$ cat src/rtl/clique_guard_pkg.sv
package clique_guard_pkg;
  typedef enum logic [1:0] {
    VD_SILENT = 2'b00,
    VD_GOOD   = 2'b01,
    VD_BAD    = 2'b10,
    VD_RSVD   = 2'b11
  } verdict_t;
endpackage

$ cat src/rtl/cg_slot_seq.sv
module cg_slot_seq #(
  parameter int NODES   = 4,
  parameter int SELF_ID = 0,
  localparam int SW     = (NODES > 1) ? $clog2(NODES) : 1
) (
  input  logic          clk,
  input  logic          rst,
  input  logic          tick,
  output logic [SW-1:0] slot_q,
  output logic          is_pre,
  output logic          is_own
);
  localparam int PRE_ID = (SELF_ID + NODES - 1) % NODES;

  always_ff @(posedge clk) begin
    if (rst) begin
      slot_q <= '0;
    end else if (tick) begin
      if (slot_q == SW'(NODES - 1)) slot_q <= '0;
      else                          slot_q <= slot_q + 1'b1;
    end
  end

  assign is_pre = (slot_q == SW'(PRE_ID));
  assign is_own = (slot_q == SW'(SELF_ID));

  AST_SLOT_RANGE: assert property (@(posedge clk) disable iff (rst)
    slot_q <= SW'(NODES - 1));
endmodule

$ cat src/rtl/cg_tally.sv
module cg_tally #(
  parameter int NODES = 4,
  localparam int CW   = $clog2(NODES + 1)
) (
  input  logic clk,
  input  logic rst,
  input  logic clr,
  input  logic tick,
  input  logic hold,
  input  logic at_pre,
  input  logic at_own,
  input  logic own_sent,
  input  logic vote_good,
  input  logic vote_bad,
  output logic pass
);
  logic [CW-1:0] acc_q, rej_q;
  logic [CW:0]   acc_sum, rej_sum;

  assign acc_sum = {1'b0, acc_q} + (CW+1)'(vote_good);
  assign rej_sum = {1'b0, rej_q} + (CW+1)'(vote_bad);
  assign pass    = acc_sum > rej_sum;

  always_ff @(posedge clk) begin
    if (rst || clr) begin
      acc_q <= '0;
      rej_q <= '0;
    end else if (tick && !hold) begin
      if (at_own) begin
        acc_q <= own_sent ? CW'(1) : '0;
        rej_q <= '0;
      end else if (at_pre) begin
        acc_q <= '0;
        rej_q <= '0;
      end else begin
        acc_q <= acc_sum[CW-1:0];
        rej_q <= rej_sum[CW-1:0];
      end
    end
  end

  AST_NO_OVERFLOW: assert property (@(posedge clk) disable iff (rst)
    (acc_q <= CW'(NODES - 1)) && (rej_q <= CW'(NODES - 1)));
  AST_CLEAR_AFTER_CHECK: assert property (@(posedge clk) disable iff (rst)
    (tick && !hold && at_pre && !at_own) |=> (acc_q == '0) && (rej_q == '0));
endmodule

$ cat src/rtl/cg_member_vec.sv
module cg_member_vec #(
  parameter int NODES   = 4,
  parameter int SELF_ID = 0,
  localparam int SW     = (NODES > 1) ? $clog2(NODES) : 1
) (
  input  logic             clk,
  input  logic             rst,
  input  logic             drop_en,
  input  logic [SW-1:0]    drop_idx,
  input  logic             self_clear,
  input  logic             self_set,
  output logic [NODES-1:0] vec_q
);
  for (genvar i = 0; i < NODES; i++) begin : g_bit
    if (i == SELF_ID) begin : g_self
      always_ff @(posedge clk) begin
        if (rst)             vec_q[i] <= 1'b1;
        else if (self_set)   vec_q[i] <= 1'b1;
        else if (self_clear) vec_q[i] <= 1'b0;
      end
    end else begin : g_peer
      always_ff @(posedge clk) begin
        if (rst)                                  vec_q[i] <= 1'b1;
        else if (drop_en && drop_idx == SW'(i))   vec_q[i] <= 1'b0;
      end
    end
  end
endmodule

$ cat src/rtl/clique_guard.sv
module clique_guard
  import clique_guard_pkg::*;
#(
  parameter int NODES   = 4,
  parameter int SELF_ID = 0,
  localparam int SW     = (NODES > 1) ? $clog2(NODES) : 1
) (
  input  logic             clk,
  input  logic             rst,
  input  logic             slot_tick,
  input  logic [1:0]       verdict,
  input  logic             rejoin_req,
  output logic             send_grant,
  output logic             frozen,
  output logic [NODES-1:0] members
);
  logic [SW-1:0] slot_q;
  logic          is_pre, is_own, pass;
  logic          live, sender_ok, vote_good, vote_bad;
  logic          rejoin_go, check_go, freeze_go, grant_go;
  verdict_t      vd;

  assign vd        = verdict_t'(verdict);
  assign live      = slot_tick && !frozen;
  assign sender_ok = members[slot_q] && !is_own;
  assign vote_good = live && sender_ok && (vd == VD_GOOD);
  assign vote_bad  = live && sender_ok && (vd == VD_BAD);
  assign rejoin_go = rejoin_req && frozen;
  assign check_go  = live && is_pre;
  assign grant_go  = check_go && pass;
  assign freeze_go = check_go && !pass;

  cg_slot_seq #(.NODES(NODES), .SELF_ID(SELF_ID)) u_slot (
    .clk(clk), .rst(rst), .tick(slot_tick),
    .slot_q(slot_q), .is_pre(is_pre), .is_own(is_own)
  );

  cg_tally #(.NODES(NODES)) u_tally (
    .clk(clk), .rst(rst), .clr(rejoin_go), .tick(slot_tick), .hold(frozen),
    .at_pre(is_pre), .at_own(is_own), .own_sent(send_grant),
    .vote_good(vote_good), .vote_bad(vote_bad), .pass(pass)
  );

  cg_member_vec #(.NODES(NODES), .SELF_ID(SELF_ID)) u_mem (
    .clk(clk), .rst(rst), .drop_en(vote_bad), .drop_idx(slot_q),
    .self_clear(freeze_go), .self_set(rejoin_go), .vec_q(members)
  );

  always_ff @(posedge clk) begin
    if (rst) begin
      frozen     <= 1'b0;
      send_grant <= 1'b0;
    end else begin
      if (rejoin_go)      frozen <= 1'b0;
      else if (freeze_go) frozen <= 1'b1;
      if (grant_go)                          send_grant <= 1'b1;
      else if (freeze_go || (live && is_own)) send_grant <= 1'b0;
    end
  end

  AST_GRANT_EXCLUSIVE: assert property (@(posedge clk) disable iff (rst)
    !(send_grant && frozen));
  AST_GRANT_RISE: assert property (@(posedge clk) disable iff (rst)
    $rose(send_grant) |-> $past(slot_tick && is_pre));
  AST_GRANT_FALL: assert property (@(posedge clk) disable iff (rst)
    (send_grant && slot_tick && is_own) |=> !send_grant);
  AST_FREEZE_SELF: assert property (@(posedge clk) disable iff (rst)
    $rose(frozen) |-> !members[SELF_ID]);
  AST_PEER_NO_RISE: assert property (@(posedge clk) disable iff (rst)
    ((members & ~$past(members)) & ~(NODES'(1) << SELF_ID)) == '0);
  AST_FROZEN_STABLE: assert property (@(posedge clk) disable iff (rst)
    (frozen && !rejoin_req) |=> $stable(members));
  AST_REJOIN: assert property (@(posedge clk) disable iff (rst)
    (frozen && rejoin_req) |=> (!frozen && members[SELF_ID]));
endmodule

$ cat config.mk
export PLATFORM = sky130hd
export DESIGN_NAME = clique_guard
export DESIGN_NICKNAME = d
export VERILOG_FILES = /design/src/rtl/clique_guard_pkg.sv /design/src/rtl/cg_slot_seq.sv /design/src/rtl/cg_tally.sv /design/src/rtl/cg_member_vec.sv /design/src/rtl/clique_guard.sv
export SDC_FILE = /design/constraint.sdc
export NUM_CORES = 1
export LEC_CHECK = 0
export BUFFER_PORTS_ARGS = -buffer_cell sky130_fd_sc_hd__buf_2
export CAP_MARGIN = 20
export CORE_UTILIZATION = 40
export CTS_CLUSTER_DIAMETER = 60
export DETAILED_ROUTE_END_ITERATION = 10
export PLACE_DENSITY_LB_ADDON = 0.1
export SLEW_MARGIN = 20
export SYNTH_ARGS = -nofsm -noshare
export SYNTH_HDL_FRONTEND = slang
export SYNTH_SLANG_ARGS = --single-unit
$ cat constraint.sdc
create_clock -name clk -period 3.3 [get_ports clk]
set_input_delay 0.33 -clock clk [delete_from_list [all_inputs] [get_ports clk]]
set_output_delay 0.33 -clock clk [all_outputs]
set_load 0.05 [all_outputs]
==> metrics.md <==
| Metric | Value |
|---|---|
| Status | `finished clean` |
| Initial DRC Count | `14` |
| Vias per cell | `5.50` |
| Ant diodes | `0` |
| Final RePlAce weighted congestion | `~0.72` |
| Antenna violations before repair | `0` |
| Cell area after synthesis | `852 um^2` |
| Overall die height | `slightly below 50 um` |
| Via count | `720` |
| CTS H-tree lvls | `1` |
| Cells on worst reg2reg path | `12` |
| Minimum clock period | `roughly 2900 ps` |
| Asr flop ratio synth | `0%` |
| Crit path arrival time | `just over 3000 ps` |
| Largest net degree at the start of global routing | `12` |
| Max Freq | `between 300 and 400 MHz` |
| P_leak | `0.408 nW` |
| Power per Cell Area | `approximately 370 mW/mm^2` |
| First-pass GRT wire length | `between 2000 and 3000 um` |
| Post-synth cell types | `33` |
| Crit path max fanout | `6` |
| Setup TNS | `0 ps` |
| IO Count | `12` |
| Final core occ | `48.5%` |
| CTS root buffer | `clkbuf_4` |
| Setup CP Type | `flop to flop` |
| Total congestion overflow | `0` |
| Commonest cells post-synth | `dfxtp_1, ha_1, nor2_1` |
| HPWL Detailed | `1330 um` |
| Critical Path Start Type | `flop` |
| Rel. slew slack | `between 70% and 80%` |
| Count leader, synth | `dfxtp_1` |
| Max cap viols | `0` |
| Row count | `16` |
| DRT Pass-1 Iters | `4` |
| Routed WL | `~1700 um` |
| Drt wl/cell | `12.7 um` |
| Synth top area cells | `dfxtp_1, ha_1, nor2_1, a21oi_1, nand2b_1` |
| CTS resizes | `0` |
| Antenna Violating Nets Remaining | `0` |
| TritonCTS Buffers | `3` |
| Clock Sinks | `14` |
| Post-CTS setup buffers | `0` |
| Top cell type's share of synthesized area | `32.9%` |
| R2r startpoint | `u_slot.slot_q[0]` |
| Residual DRC | `0` |
| Mapped Cells | `92` |
| Worst R2R Setup Slack | `~400 ps` |
| DIE AREA | `about 0.0023 mm^2` |
| Seq cells post-synth | `14` |
| Crit path from | `u_slot.slot_q[0]` |
| Die width | `48.2 um` |
| Final hold violations | `0` |
| Clock Path Buffers | `2` |
| CTS tree | `built` |
| Max Slew Vio Count | `0` |
| Number of flops mapped to enable cells by yosys | `0` |
| Yosys top cell by area | `dfxtp_1` |
| Area Overhead vs Synth | `12.9%` |
| Clock skew | `around 9.1 ps` |
| Port buffer count | `11` |
| RSZ-0062 raised after global routing | `false` |
| Prevailing post-synth register cell | `dfxtp_1` |
| Synth warn | `0` |
| Syn nets | `110` |
| Clk_lat worst skew | `~290 ps` |
| Tightest Pin Transition | `about 450 ps` |
| Clock Pin Slew Worst Setup and Hold Paths | `about 100 ps` |
| Total track usage | `17.5%` |
| Final net count | `123` |
| Hold-fix buffer count after cts | `0` |
| CORE AREA | `just under 0.002 mm^2` |
| Worst EP required | `between 3000 and 4000 ps` |
| R2R Path End | `u_mem.vec_q[0]` |
| Peak supply drop | `~0.22 mV` |
| Post-Syn Area per Cell | `between 9 and 10 um^2` |
| Sequential area share after synthesis | `between 30% and 40%` |
| Number of global-route vias before repair | `between 600 and 700` |
| CP Capture Type | `flop` |
| Final period util | `~88%` |
| Final Setup Violations | `0` |
| Initial Utilization | `between 40% and 50%` |
| CP Capture Point | `u_mem.vec_q[0]` |
| Layout cells sized above 1 | `18.3%` |
| Hold crit path type | `input port to flop` |
worst max-delay path, stage by stage, from the launching register on:
cell     delay [ps]
dfxtp_1         440
inv_1            90
ha_1            320
nor2_4          160
nand2_2          90
nor3b_1         210
ha_1            200
ha_1            250
ha_1            290
nor2b_1         130
o211a_1         210
nor3_1          250
o21ai_0         140
cell usage in the layout (no fill, tap or decap), drive strengths merged, types with 2 or more instances in the layout:
master	n
a21o	2
a21oi	5
a22oi	3
buf	11
clkbuf	4
dfxtp	14
ha	12
inv	5
nand2	2
nand2b	4
nand3b	2
nor2	11
nor2b	2
nor3	6
o21ai	5
o32a	2
how the worst min path moves through the flow:
stage                        start          endpoint  slack (ps)  cells after the start
global route             slot_tick  u_slot.slot_q[1]         340                      3
finish                  rejoin_req    u_mem.vec_q[0]         300                      3
CTS                     rejoin_req    u_mem.vec_q[0]         310                      3
global placement    u_mem.vec_q[3]    u_mem.vec_q[3]         490                      1
detailed placement  u_mem.vec_q[1]    u_mem.vec_q[1]         490                      1
floorplan               rejoin_req    u_mem.vec_q[0]         480                      2
report_power, final:
group          internal, W  switching, W  leakage [nW]
clock            0.0000672     0.0000610        0.0210
sequential        0.000172    0.00000397         0.114
combinational    0.0000185     0.0000290         0.273
total             0.000258     0.0000939         0.408
routing by layer:
layer	global-route usage [%]	vias to the layer above	part of all wire [%]
met1	21.4	338	44
met3	3.33	6	3.4
met4	8.89	0	2.9
met5	0	-	0
li1	-	362	-
met2	29.3	14	50
cells by family after synthesis:
logic type / share of synthesized area (%)
AOI/OAI and AO/OA: 17.6
xor gates and xnor gates: 2.06
adders and majority gates: 17.6
buffers and inverters: 3.97
DFF: 32.9
muxes: 3.82
and+or+nand+nor: 22.0
area by class of cell:
class	instances	area (um^2)
timing repair buffer	11	55.1
tap	27	33.8
sequential	14	280
multi-input combinational	70	538
clock buffer	4	36.3
inverter	5	18.8
fill	198	1020
sequential cells by signal (all words and copies together), names as in the netlist:
register / cells
frozen: 1
u_mem.vec_q: 4
u_tally.rej_q: 3
u_slot.slot_q: 2
u_tally.acc_q: 3
send_grant: 1
stage by stage:
step | power [W] | hold slack, ps | setup WS (ps) | cells | cell area, um^2
after global routing | 0.000369 | 343 | 139 | 131 | 962
after CTS | 0.000355 | 307 | 357 | 131 | 962
final | 0.000352 | 303 | 404 | 131 | 962
after floorplan | 0.000216 | 476 | 590 | 92 | 852
after global placement | 0.000227 | 490 | 457 | 127 | 926
after detailed placement | 0.000228 | 488 | 387 | 127 | 926
Power figures use the tool's default switching activity.
